==> src/rtl/bgmarch_pkg.sv <==
package bgmarch_pkg;
  localparam int NUM_ELEM = 6;
  localparam int ELEM_W   = 3;
  localparam int IDX_W    = 2;
  localparam int BG_W     = 6;

  typedef struct packed {
    logic       wr;
    logic [2:0] bsel;
    logic       last;
  } mop_t;

  function automatic mop_t mk_op(input logic wr, input logic [2:0] b, input logic last);
    mop_t m;
    m.wr = wr; m.bsel = b; m.last = last;
    return m;
  endfunction

  // slot table: element e, slot i -> operation kind, background bit, last-slot marker
  function automatic mop_t mop_decode(input logic [ELEM_W-1:0] e, input logic [IDX_W-1:0] i);
    case (e)
      3'd0: return mk_op(1'b1, 3'd5, 1'b1);
      3'd1: case (i)
              2'd0: return mk_op(1'b0, 3'd5, 1'b0);
              2'd1: return mk_op(1'b1, 3'd4, 1'b0);
              2'd2: return mk_op(1'b0, 3'd4, 1'b0);
              default: return mk_op(1'b1, 3'd3, 1'b1);
            endcase
      3'd2: return mk_op(1'b0, 3'd3, i == 2'd1);
      3'd3: return mk_op(1'b1, 3'd2, 1'b1);
      3'd4: case (i)
              2'd0: return mk_op(1'b0, 3'd2, 1'b0);
              2'd1: return mk_op(1'b1, 3'd1, 1'b0);
              2'd2: return mk_op(1'b0, 3'd1, 1'b0);
              default: return mk_op(1'b1, 3'd0, 1'b1);
            endcase
      default: return mk_op(1'b0, 3'd0, i == 2'd1);
    endcase
  endfunction

  function automatic logic elem_down(input logic [ELEM_W-1:0] e);
    return e == 3'd4;
  endfunction

  function automatic logic bg_pick(input logic [BG_W-1:0] bg, input logic [2:0] b);
    logic r;
    r = 1'b0;
    for (int k = 0; k < BG_W; k++)
      if (b == 3'(k)) r = bg[k];
    return r;
  endfunction
endpackage

==> src/rtl/bgm_addr_walk.sv <==
module bgm_addr_walk #(
  parameter int AW = 6
) (
  input  logic          clk,
  input  logic          rst_n,
  input  logic          load,
  input  logic          load_down,
  input  logic          step,
  output logic [AW-1:0] addr,
  output logic          at_end
);
  localparam logic [AW-1:0] TOP = {AW{1'b1}};

  logic down_q;

  function automatic logic [AW-1:0] next_addr(input logic [AW-1:0] a, input logic dn);
    return dn ? a - AW'(1) : a + AW'(1);
  endfunction

  function automatic logic [AW-1:0] first_addr(input logic dn);
    return dn ? TOP : '0;
  endfunction

  assign at_end = down_q ? (addr == '0) : (addr == TOP);

  always_ff @(posedge clk or negedge rst_n) begin
    if (!rst_n) begin
      addr   <= '0;
      down_q <= 1'b0;
    end else if (load) begin
      addr   <= first_addr(load_down);
      down_q <= load_down;
    end else if (step) begin
      addr <= next_addr(addr, down_q);
    end
  end

  // the sequencer never asks to step beyond the end of a sweep
  a_r5_no_wrap: assert property (@(posedge clk) disable iff (!rst_n) step |-> !at_end);
  // a fresh sweep always starts on a boundary cell
  a_r5_start_edge: assert property (@(posedge clk) disable iff (!rst_n)
    load |=> (addr == '0 || addr == TOP));
endmodule

==> src/rtl/bgm_seq.sv <==
module bgm_seq
  import bgmarch_pkg::*;
#(
  parameter int AW     = 6,
  parameter int RD_LAT = 1
) (
  input  logic              clk,
  input  logic              rst_n,
  input  logic              start,
  input  logic [BG_W-1:0]   bg,
  output logic              launch,
  output logic              busy,
  output logic              done,
  output logic              iss_valid,
  output logic              iss_wr,
  output logic              iss_data,
  output logic [ELEM_W-1:0] iss_elem,
  output logic [IDX_W-1:0]  iss_idx,
  output logic [AW-1:0]     iss_addr
);
  localparam int CW = (RD_LAT > 1) ? $clog2(RD_LAT) : 1;
  localparam logic [ELEM_W-1:0] LAST_ELEM = ELEM_W'(NUM_ELEM - 1);
  localparam logic [CW-1:0]     DRAIN_END = CW'(RD_LAT - 1);

  typedef enum logic [1:0] {S_IDLE, S_RUN, S_DRAIN} st_t;

  st_t               st;
  logic [ELEM_W-1:0] elem;
  logic [IDX_W-1:0]  idx;
  logic [BG_W-1:0]   bg_q;
  logic [CW-1:0]     dcnt;
  logic              done_q;
  mop_t              op;
  logic              at_end, step, elem_adv, finish, wl_load, wl_down;

  assign op        = mop_decode(elem, idx);
  assign launch    = (st == S_IDLE) && start;
  assign iss_valid = (st == S_RUN);
  assign step      = iss_valid && op.last && !at_end;
  assign elem_adv  = iss_valid && op.last && at_end && (elem != LAST_ELEM);
  assign finish    = iss_valid && op.last && at_end && (elem == LAST_ELEM);
  assign wl_load   = launch || elem_adv;
  assign wl_down   = launch ? elem_down('0) : elem_down(elem + ELEM_W'(1));

  assign busy     = (st != S_IDLE);
  assign done     = done_q;
  assign iss_wr   = op.wr;
  assign iss_data = bg_pick(bg_q, op.bsel);
  assign iss_elem = elem;
  assign iss_idx  = idx;

  bgm_addr_walk #(.AW(AW)) u_walk (
    .clk       (clk),
    .rst_n     (rst_n),
    .load      (wl_load),
    .load_down (wl_down),
    .step      (step),
    .addr      (iss_addr),
    .at_end    (at_end)
  );

  always_ff @(posedge clk or negedge rst_n) begin
    if (!rst_n) begin
      st     <= S_IDLE;
      elem   <= '0;
      idx    <= '0;
      bg_q   <= '0;
      dcnt   <= '0;
      done_q <= 1'b0;
    end else begin
      case (st)
        S_IDLE: if (start) begin
          bg_q   <= bg;
          elem   <= '0;
          idx    <= '0;
          done_q <= 1'b0;
          st     <= S_RUN;
        end
        S_RUN: begin
          if (!op.last) begin
            idx <= idx + IDX_W'(1);
          end else begin
            idx <= '0;
            if (finish) begin
              st   <= S_DRAIN;
              dcnt <= '0;
            end else if (elem_adv) begin
              elem <= elem + ELEM_W'(1);
            end
          end
        end
        S_DRAIN: begin
          if (dcnt == DRAIN_END) begin
            st     <= S_IDLE;
            done_q <= 1'b1;
          end else begin
            dcnt <= dcnt + CW'(1);
          end
        end
        default: st <= S_IDLE;
      endcase
    end
  end

  // a cell keeps its address until its last slot of the element has run
  a_r5_cell_hold: assert property (@(posedge clk) disable iff (!rst_n)
    (iss_valid && !op.last) |=> ($stable(iss_addr) && iss_valid));
  // the captured background does not move while a test is running
  a_r2_bg_frozen: assert property (@(posedge clk) disable iff (!rst_n)
    (busy && !launch) |=> $stable(bg_q));
  // a start seen while busy does not restart the sweep
  a_r9_no_restart: assert property (@(posedge clk) disable iff (!rst_n)
    (busy && start && elem != '0) |=> (elem != '0 || !busy));
endmodule

==> src/rtl/bgm_rd_check.sv <==
module bgm_rd_check
  import bgmarch_pkg::*;
#(
  parameter int AW     = 6,
  parameter int RD_LAT = 1
) (
  input  logic              clk,
  input  logic              rst_n,
  input  logic              clear,
  input  logic              iss_valid,
  input  logic              iss_wr,
  input  logic              iss_data,
  input  logic [ELEM_W-1:0] iss_elem,
  input  logic [IDX_W-1:0]  iss_idx,
  input  logic [AW-1:0]     iss_addr,
  input  logic              rdata,
  output logic              fail,
  output logic [ELEM_W-1:0] fail_elem,
  output logic [IDX_W-1:0]  fail_idx,
  output logic [AW-1:0]     fail_addr
);
  typedef struct packed {
    logic              v;
    logic              exp;
    logic [ELEM_W-1:0] e;
    logic [IDX_W-1:0]  i;
    logic [AW-1:0]     a;
  } rtag_t;

  rtag_t pipe [RD_LAT];
  rtag_t cur, tail;
  logic  cmp_valid, mismatch;

  always_comb begin
    cur.v   = iss_valid && !iss_wr;
    cur.exp = iss_data;
    cur.e   = iss_elem;
    cur.i   = iss_idx;
    cur.a   = iss_addr;
  end

  always_ff @(posedge clk or negedge rst_n) begin
    if (!rst_n) pipe[0] <= '0;
    else        pipe[0] <= cur;
  end

  genvar g;
  generate
    for (g = 1; g < RD_LAT; g++) begin : g_stage
      always_ff @(posedge clk or negedge rst_n) begin
        if (!rst_n) pipe[g] <= '0;
        else        pipe[g] <= pipe[g-1];
      end
    end
  endgenerate

  assign tail      = pipe[RD_LAT-1];
  assign cmp_valid = tail.v;
  assign mismatch  = cmp_valid && (rdata != tail.exp);

  always_ff @(posedge clk or negedge rst_n) begin
    if (!rst_n) begin
      fail      <= 1'b0;
      fail_elem <= '0;
      fail_idx  <= '0;
      fail_addr <= '0;
    end else if (clear) begin
      fail      <= 1'b0;
      fail_elem <= '0;
      fail_idx  <= '0;
      fail_addr <= '0;
    end else if (mismatch && !fail) begin
      fail      <= 1'b1;
      fail_elem <= tail.e;
      fail_idx  <= tail.i;
      fail_addr <= tail.a;
    end
  end

  // a miscompare is flagged on the following edge
  a_r6_flag_miss: assert property (@(posedge clk) disable iff (!rst_n)
    (mismatch && !clear) |=> fail);
  // the flag stays up until a new test is launched
  a_r7_sticky: assert property (@(posedge clk) disable iff (!rst_n)
    (fail && !clear) |=> fail);
  // the recorded location belongs to the first miscompare only
  a_r7_loc_hold: assert property (@(posedge clk) disable iff (!rst_n)
    (fail && !clear) |=> ($stable(fail_elem) && $stable(fail_idx) && $stable(fail_addr)));
endmodule

==> src/rtl/bgmarch_engine.sv <==
module bgmarch_engine
  import bgmarch_pkg::*;
#(
  parameter int AW     = 6,
  parameter int RD_LAT = 1
) (
  input  logic          clk,
  input  logic          rst_n,
  input  logic          start,
  input  logic [5:0]    bg,
  output logic [AW-1:0] mem_addr,
  output logic          mem_we,
  output logic          mem_re,
  output logic          mem_wdata,
  input  logic          mem_rdata,
  output logic          busy,
  output logic          done,
  output logic          fail,
  output logic [2:0]    fail_elem,
  output logic [1:0]    fail_op,
  output logic [AW-1:0] fail_addr
);
  logic              launch, iss_valid, iss_wr, iss_data;
  logic [ELEM_W-1:0] iss_elem;
  logic [IDX_W-1:0]  iss_idx;
  logic [AW-1:0]     iss_addr;

  bgm_seq #(.AW(AW), .RD_LAT(RD_LAT)) u_seq (
    .clk       (clk),
    .rst_n     (rst_n),
    .start     (start),
    .bg        (bg),
    .launch    (launch),
    .busy      (busy),
    .done      (done),
    .iss_valid (iss_valid),
    .iss_wr    (iss_wr),
    .iss_data  (iss_data),
    .iss_elem  (iss_elem),
    .iss_idx   (iss_idx),
    .iss_addr  (iss_addr)
  );

  bgm_rd_check #(.AW(AW), .RD_LAT(RD_LAT)) u_chk (
    .clk       (clk),
    .rst_n     (rst_n),
    .clear     (launch),
    .iss_valid (iss_valid),
    .iss_wr    (iss_wr),
    .iss_data  (iss_data),
    .iss_elem  (iss_elem),
    .iss_idx   (iss_idx),
    .iss_addr  (iss_addr),
    .rdata     (mem_rdata),
    .fail      (fail),
    .fail_elem (fail_elem),
    .fail_idx  (fail_op),
    .fail_addr (fail_addr)
  );

  assign mem_addr  = iss_addr;
  assign mem_we    = iss_valid && iss_wr;
  assign mem_re    = iss_valid && !iss_wr;
  assign mem_wdata = mem_we && iss_data;

  // memory stays quiet outside a test
  a_r10_idle_quiet: assert property (@(posedge clk) disable iff (!rst_n)
    !busy |-> !(mem_we || mem_re));
  // one operation per cycle at most
  a_r10_single_op: assert property (@(posedge clk) disable iff (!rst_n)
    !(mem_we && mem_re));
  // completion and activity are exclusive
  a_r8_done_idle: assert property (@(posedge clk) disable iff (!rst_n)
    done |-> !busy);
  // done only rises as busy falls
  a_r8_done_edge: assert property (@(posedge clk) disable iff (!rst_n)
    $rose(done) |-> $fell(busy));
endmodule

==> config.mk <==
export PLATFORM = sky130hd
export DESIGN_NAME = bgmarch_engine
export DESIGN_NICKNAME = d
export VERILOG_FILES = /design/src/rtl/bgmarch_pkg.sv /design/src/rtl/bgm_addr_walk.sv /design/src/rtl/bgm_seq.sv /design/src/rtl/bgm_rd_check.sv /design/src/rtl/bgmarch_engine.sv
export SDC_FILE = /design/constraint.sdc
export NUM_CORES = 1
export LEC_CHECK = 0
export BUFFER_PORTS_ARGS = -buffer_cell sky130_fd_sc_hd__clkbuf_2
export CAP_MARGIN = 25
export CORE_ASPECT_RATIO = 2
export CORE_MARGIN = 2
export CORE_UTILIZATION = 55
export CTS_CLUSTER_SIZE = 25
export DETAILED_ROUTE_END_ITERATION = 7
export PLACE_DENSITY_LB_ADDON = 0.15
export SETUP_SLACK_MARGIN = 0.3
export SLEW_MARGIN = 30
export SYNTH_ARGS = -nofsm -noshare
export SYNTH_HDL_FRONTEND = slang
export SYNTH_SLANG_ARGS = --single-unit
==> constraint.sdc <==
create_clock -name clk -period 2.5 [get_ports clk]
set_input_delay 0.25 -clock clk [delete_from_list [all_inputs] [get_ports clk]]
set_output_delay 0.25 -clock clk [all_outputs]
set_load 0.01 [all_outputs]
==> results of run 1 <==
## sequential cells by signal, summed over array words and instances (netlist names), 2 cells and up
signal,cells
u_seq.bg_q,6
u_chk.fail_elem,3
u_seq.iss_elem,3
u_chk.fail_idx,2
u_seq.u_walk.addr,6
u_chk.fail_addr,6
u_seq.st,2
u_seq.iss_idx,2
u_chk.pipe,12
## power breakdown
part	switching, µW	internal (µW)
Clock	250	300
Combinational	1350	1360
Sequential	254	1100
Total	1850	2750
## routing by layer
metal,global-route usage [%],share of wire [%]
met1,23.1,35
met5,0,0
met2,44.5,54
met4,23.4,7.9
met3,3.96,3.1
## final timing paths
path                              startpoint                   end  slack (ns)  cells after the start
hold / removal                         bg[2]         u_seq.bg_q[2]        0.14                      3
setup / recovery            u_seq.iss_idx[1]             mem_wdata        0.16                      9
min in group asynchronous              rst_n            u_seq.done        0.42                      2
hold reg to reg             u_seq.iss_idx[1]         u_chk.pipe[7]        0.46                      0
setup reg to reg           u_seq.iss_elem[0]  u_seq.u_walk.addr[5]        0.18                      7
max in group asynchronous              rst_n     u_seq.iss_elem[0]        1.33                      3
## worst reg2reg max path, cell delays in order, from the launching register on
cell and delay, ns:
dfrtp_2 0.45, ha_2 0.21, ha_2 0.18, o32a_1 0.36, o21ai_4 0.28, a41oi_4 0.27, a21boi_2 0.26, o221a_1 0.20
## Yosys cell counts (all sizes together), types with 2 or more instances
master | number | area, µm²
a31o | 2 | 17.5
nor4 | 2 | 18.8
nand2 | 34 | 128
mux2i | 13 | 130
dfrtp | 46 | 1150
nor2 | 18 | 67.6
inv | 15 | 56.3
a21oi | 7 | 38.8
or2 | 2 | 15.0
a21boi | 2 | 15.0
xor2 | 2 | 17.5
o21ai | 10 | 65.1
buf | 3 | 26.3
nand2b | 3 | 18.8
ha | 13 | 163
clkbuf | 3 | 11.3
nand4 | 2 | 12.5
a31oi | 2 | 12.5
and2 | 2 | 13.8
o31ai | 3 | 27.5
xnor2 | 3 | 26.3
or3 | 2 | 12.5
nand3 | 2 | 10.0
a2bb2oi | 4 | 35.0
nor2b | 4 | 25.0
## timing repair
action                                 4_1_cts  5_1_grt
buffers inserted                            23        3
gates cloned                                 0        0
pin swaps                                    8        9
hold buffers                                 1        0
endpoints found under the hold margin       16        0
setup endpoints to repair                   12       16
gates resized for setup                     31       12
## per-stage QoR
stage	std cells	total power, µW	utilization [%]	cell area, µm²
global route	331	4970	73.3	2960
CTS	328	4450	72.0	2910
detailed placement	296	3330	62.0	2510
floorplan	212	2740	-	2270
finish	331	4610	73.3	2960
global placement	296	3300	62.0	2510
## final cells by class
class	count	area share (%)
clock buffer	5	2.32
sequential	46	38.9
timing repair buffer	65	14.6
inverter	15	1.90
tap	52	2.20
clock inverter	3	1.48
multi-input combinational	145	38.6
## kinds of logic (layout without fill, tap and decap cells)
group,count (synthesis),after routing,synth area share (%)
AOI/OAI and AO/OA,37,37,13.1
xor gates and xnor gates,5,5,1.93
adders and majority gates,14,14,8.03
buffers and inverters,21,88,4.12
DFF,46,46,50.6
muxes,14,14,6.71
and+or+nand+nor,75,75,15.5
==> flow_metrics.tcl, run 1 <==
set metrics [dict create \
    fin_crit_ns 2.34 \
    slowest_delay_ns 0.53 \
    syn_avg_cell_area_um2 10.7 \
    drc 0 \
    worst_path_dominant_cell_family "multiplexers" \
    crit_fanout 4 \
    status "complete, no violations" \
    tightestPinTransition_ns 0.742 \
    drt_first_iter_violations 19 \
    viasPerCell 5.48 \
    vias 1813 \
    final_cell_mix "dfrtp_1 (44), nand2_1 (32), clkbuf_2 (31)" \
    ant_nets 0 \
    worst_hold_slack_ns 0.143 \
    cap_viol_max_count 0 \
    grt_start_max_net_pins 31 \
    grt_use_total_pct 24.8 \
    async_flop_share_pct 100 \
    worst_path_max_delay_cell "mux4_2" \
    ys_seq_area_share_pct 50.6 \
    hp-class "primary input to flop" \
    synthFlopType "dfrtp_1" \
    fin_ws_ns 0.163 \
    portBuffers 32 \
    period_share_pct 93.5 \
    relSlewSlack_pct 50.4 \
    dpl.hpwl_um 3470 \
    critical_path.endpoint_type "primary output" \
    die_w_um 49.5 \
    syn_area_mm2 0.00227 \
    cts_buffers 5 \
    finalClockSkew_ns 0.00830 \
    cp_num_buf_inv 3 \
    cts_num_sinks 46 \
    rsz0062_at_grt "true" \
    fmax_ghz 0.428 \
    yosys_warnings 0 \
    setup_tns_ns 0 \
    drtPass1Iterations 4 \
    num_io_pins 33 \
    synthCells 212 \
    fp.coreArea_mm2 0.00405 \
    nFillCells 294 \
    place_ws_ns 0.146 \
    htreeDepth 2 \
    cp.required_ns 2.25 \
    ys_ff_latch 46 \
    clk_pin_slew_ns 0.09 \
    ir_worst_vdd_uv 1090 \
    dieArea_mm2 0.00470 \
    grt_antenna_before_repair 0 \
    wl_per_cell_um 15.4 \
    drt_wl_total_um 5110 \
    synth_fp_nets 236 \
    diodes 0 \
    grt_pass1_vias 1854 \
    overflow 0 \
    final_common_cell "dfrtp_1" \
    seq_area_mm2 0.00115 \
    gp_congestion 0.868 \
    path_class "flop to primary output" \
    clock_path_buffers 2 \
    cts_root_buffer "clkbuf_8" \
    grt_pass1_wl_um 8510 \
    ys_types 47 \
    multi_input_area_mm2 0.00114 \
    crit_path_frequent_cell "inv_2" \
    nNetsFinal 302 \
    synth_edf_count 0 \
    setup_viol 0 \
    maxSlewViolCount 0 \
    die_y_um 95.0 \
    area_growth_pct 30.3 \
    layout-drive-gt1-share_pct 38.0 \
    hold_viol_final 0 \
    cp.arrival_ns 2.09 \
    cp-start-kind "flop" \
    clock_latency_ns 0.30 \
    crit_chain "inv_2 > ha_4 > inv_2 > a21oi_2 > o21ai_2 > mux4_2 > nand2_2 > a21boi_1 > buf_2" \
    leakage_uw 0.00150 \
    p_per_area_mw_per_mm2 1550 \
    num_rows 33 \
    initial_core_util_pct 56.2 \
    cts_tree "yes" \
]
Note: power is estimated with default switching activity, not from simulation.
==> inputs of run 2 (changes only) <==
CORE_UTILIZATION = 56   (was 55)
HOLD_SLACK_MARGIN = 0.03   (was unset)
RECOVER_POWER = 50   (was unset)
==> flow_metrics.tcl, run 2 (synthesis results as in run 1) <==
set metrics [dict create \
    regMostFlops "u_chk.pipe" \
    worst_hold_slack_ns 0.143 \
    fin_crit_ns 2.43 \
    crit_path_end "mem_wdata" \
    layout-drive-gt1-share_pct 26.8 \
    setup_viol 0 \
    final_cell_mix "dfrtp_1 (46), nand2_1 (30), clkbuf_1 (23)" \
    critical_path.endpoint_type "primary output" \
    cp.required_ns 2.25 \
    grt_start_max_net_pins 27 \
    crit_fanout 4 \
    cts_buffers 5 \
    leakage_uw 0.00137 \
    tightestPinTransition_ns 1.07 \
    cts_root_buffer "clkbuf_8" \
    pwr-share-comb_pct 56.2 \
    clkPwrFrac_pct 12.7 \
    r2r-start "u_seq.iss_idx[0]" \
    seqPwrFrac_pct 31.2 \
    finalPower_uw 4350 \
    path_class "flop to primary output" \
    hp-class "primary input to flop" \
    clock_latency_ns 0.30 \
    cp.arrival_ns 2.18 \
    cts_tree "yes" \
    reg2regPathDepth 9 \
    overflow 0 \
    portBuffers 32 \
    clock_path_buffers 2 \
    dieArea_mm2 0.00462 \
    p_per_area_mw_per_mm2 1540 \
    drc 0 \
    reg2reg_to "u_seq.u_walk.addr[0]" \
    ant_nets 0 \
    power.switching_uw 1820 \
    final_common_cell "dfrtp_1" \
    finalClockSkew_ns 0.0107 \
    status "complete, no violations" \
    nFillCells 301 \
    clk_pin_slew_ns 0.09 \
    fmax_ghz 0.411 \
    area_growth_pct 24.5 \
    fp.coreArea_mm2 0.00388 \
    drtPass1Iterations 4 \
    largest_register_ffs 12 \
    grt_antenna_before_repair 0 \
    setup_tns_ns 0 \
    period_share_pct 97.4 \
    drt_wl_total_um 5320 \
    netSwitchingFraction_pct 41.8 \
    htreeDepth 2 \
    rrSetupSlack_ns 0.15 \
    diodes 0 \
    wl_per_cell_um 16.6 \
    rsz0062_at_grt "true" \
    maxSlewViolCount 0 \
    worstSetupStartpoint "u_seq.iss_idx[0]" \
    viasPerCell 5.61 \
    ir_worst_vdd_uv 943 \
    drt_first_iter_violations 26 \
    cts_num_sinks 46 \
    cp-start-kind "flop" \
    nNetsFinal 292 \
    die_w_um 49.1 \
    cap_viol_max_count 0 \
    initial_core_util_pct 58.6 \
    grt_pass1_wl_um 8250 \
    gp_congestion 0.914 \
    relSlewSlack_pct 28.4 \
    grt_pass1_vias 1787 \
    dpl.hpwl_um 3360 \
    die_y_um 94.1 \
    vias 1795 \
    final_core_util_pct 72.9 \
    p_int_uw 2530 \
    num_rows 32 \
    num_io_pins 33 \
    hold_viol_final 0 \
    grt_use_total_pct 24.0 \
]
run 2: changes by cell type in the layout (fill, tap and decap cells not counted), moves of 2 or more:
cell	before	now
clkbuf_1	0	23
dfrtp_2	2	0
buf_6	6	3
nand2_2	1	3
buf_4	26	16
clkbuf_2	31	12
nand2_1	32	30
dfrtp_1	44	46
run 2: worst min path at each step:
stage                from                 to  slack, ns  cells after the start
finish              bg[0]      u_seq.bg_q[0]       0.14                      3
global route        bg[5]      u_seq.bg_q[5]       0.16                      3
CTS                 bg[3]      u_seq.bg_q[3]       0.14                      3
detailed placement  rst_n  u_chk.fail_idx[1]       0.24                      1
global placement    rst_n  u_chk.fail_idx[0]       0.24                      1
floorplan           rst_n    u_chk.cmp_valid      -0.05                      0
run 2: routing by layer:
layer	part of all wire (%)	global-route usage, %	vias to the layer above
met4	4.1	15.5	0
li1	-	-	841
met2	57	45.9	51
met3	2.9	3.50	20
met1	36	22.7	883
met5	0	0	-
run 2: repair_timing:
item	CTS	global route
buffers inserted	13	5
hold buffers	1	0
gates resized for setup	25	14
endpoints found under the hold margin	20	0
setup endpoints to repair	12	15
pin swaps	8	8
run 2: power by group through the flow:
stage               Sequential, µW  Combinational [µW]  Clock, µW
detailed placement            1370                1910          0
floorplan                     1370                1370          0
CTS                           1360                2260        552
global placement              1360                1870          0
finish                        1360                2450        551
global route                  1400                2670        579
run 2: final cells by class:
type | instances | area (µm²) | area share [%]
flip-flops and latches | 46 | 1150 | 40.7
multi-input cells | 145 | 1140 | 40.2
repair buffers | 55 | 312 | 11.0
clock buffers | 6 | 72.6 | 2.56
well taps | 51 | 63.8 | 2.25
inverters | 15 | 56.3 | 1.99
clock inverters | 2 | 37.5 | 1.33
run 2: worst max-delay path: stages (launching register included):
cell and delay, ns:
dfrtp_1 0.44, ha_1 0.31, nand2b_1 0.22, a221oi_4 0.30, o21ai_1 0.16, and2_1 0.17, a21boi_2 0.14, buf_2 0.13
run 2: stage by stage:
stage | setup slack, ns | cell area (µm²) | instances
after floorplan | 0.357 | 2270 | 212
after global placement | 0.216 | 2490 | 293
after detailed placement | 0.162 | 2490 | 293
after CTS | 0.149 | 2790 | 315
after global routing | 0.0144 | 2830 | 320
final | 0.0651 | 2830 | 320
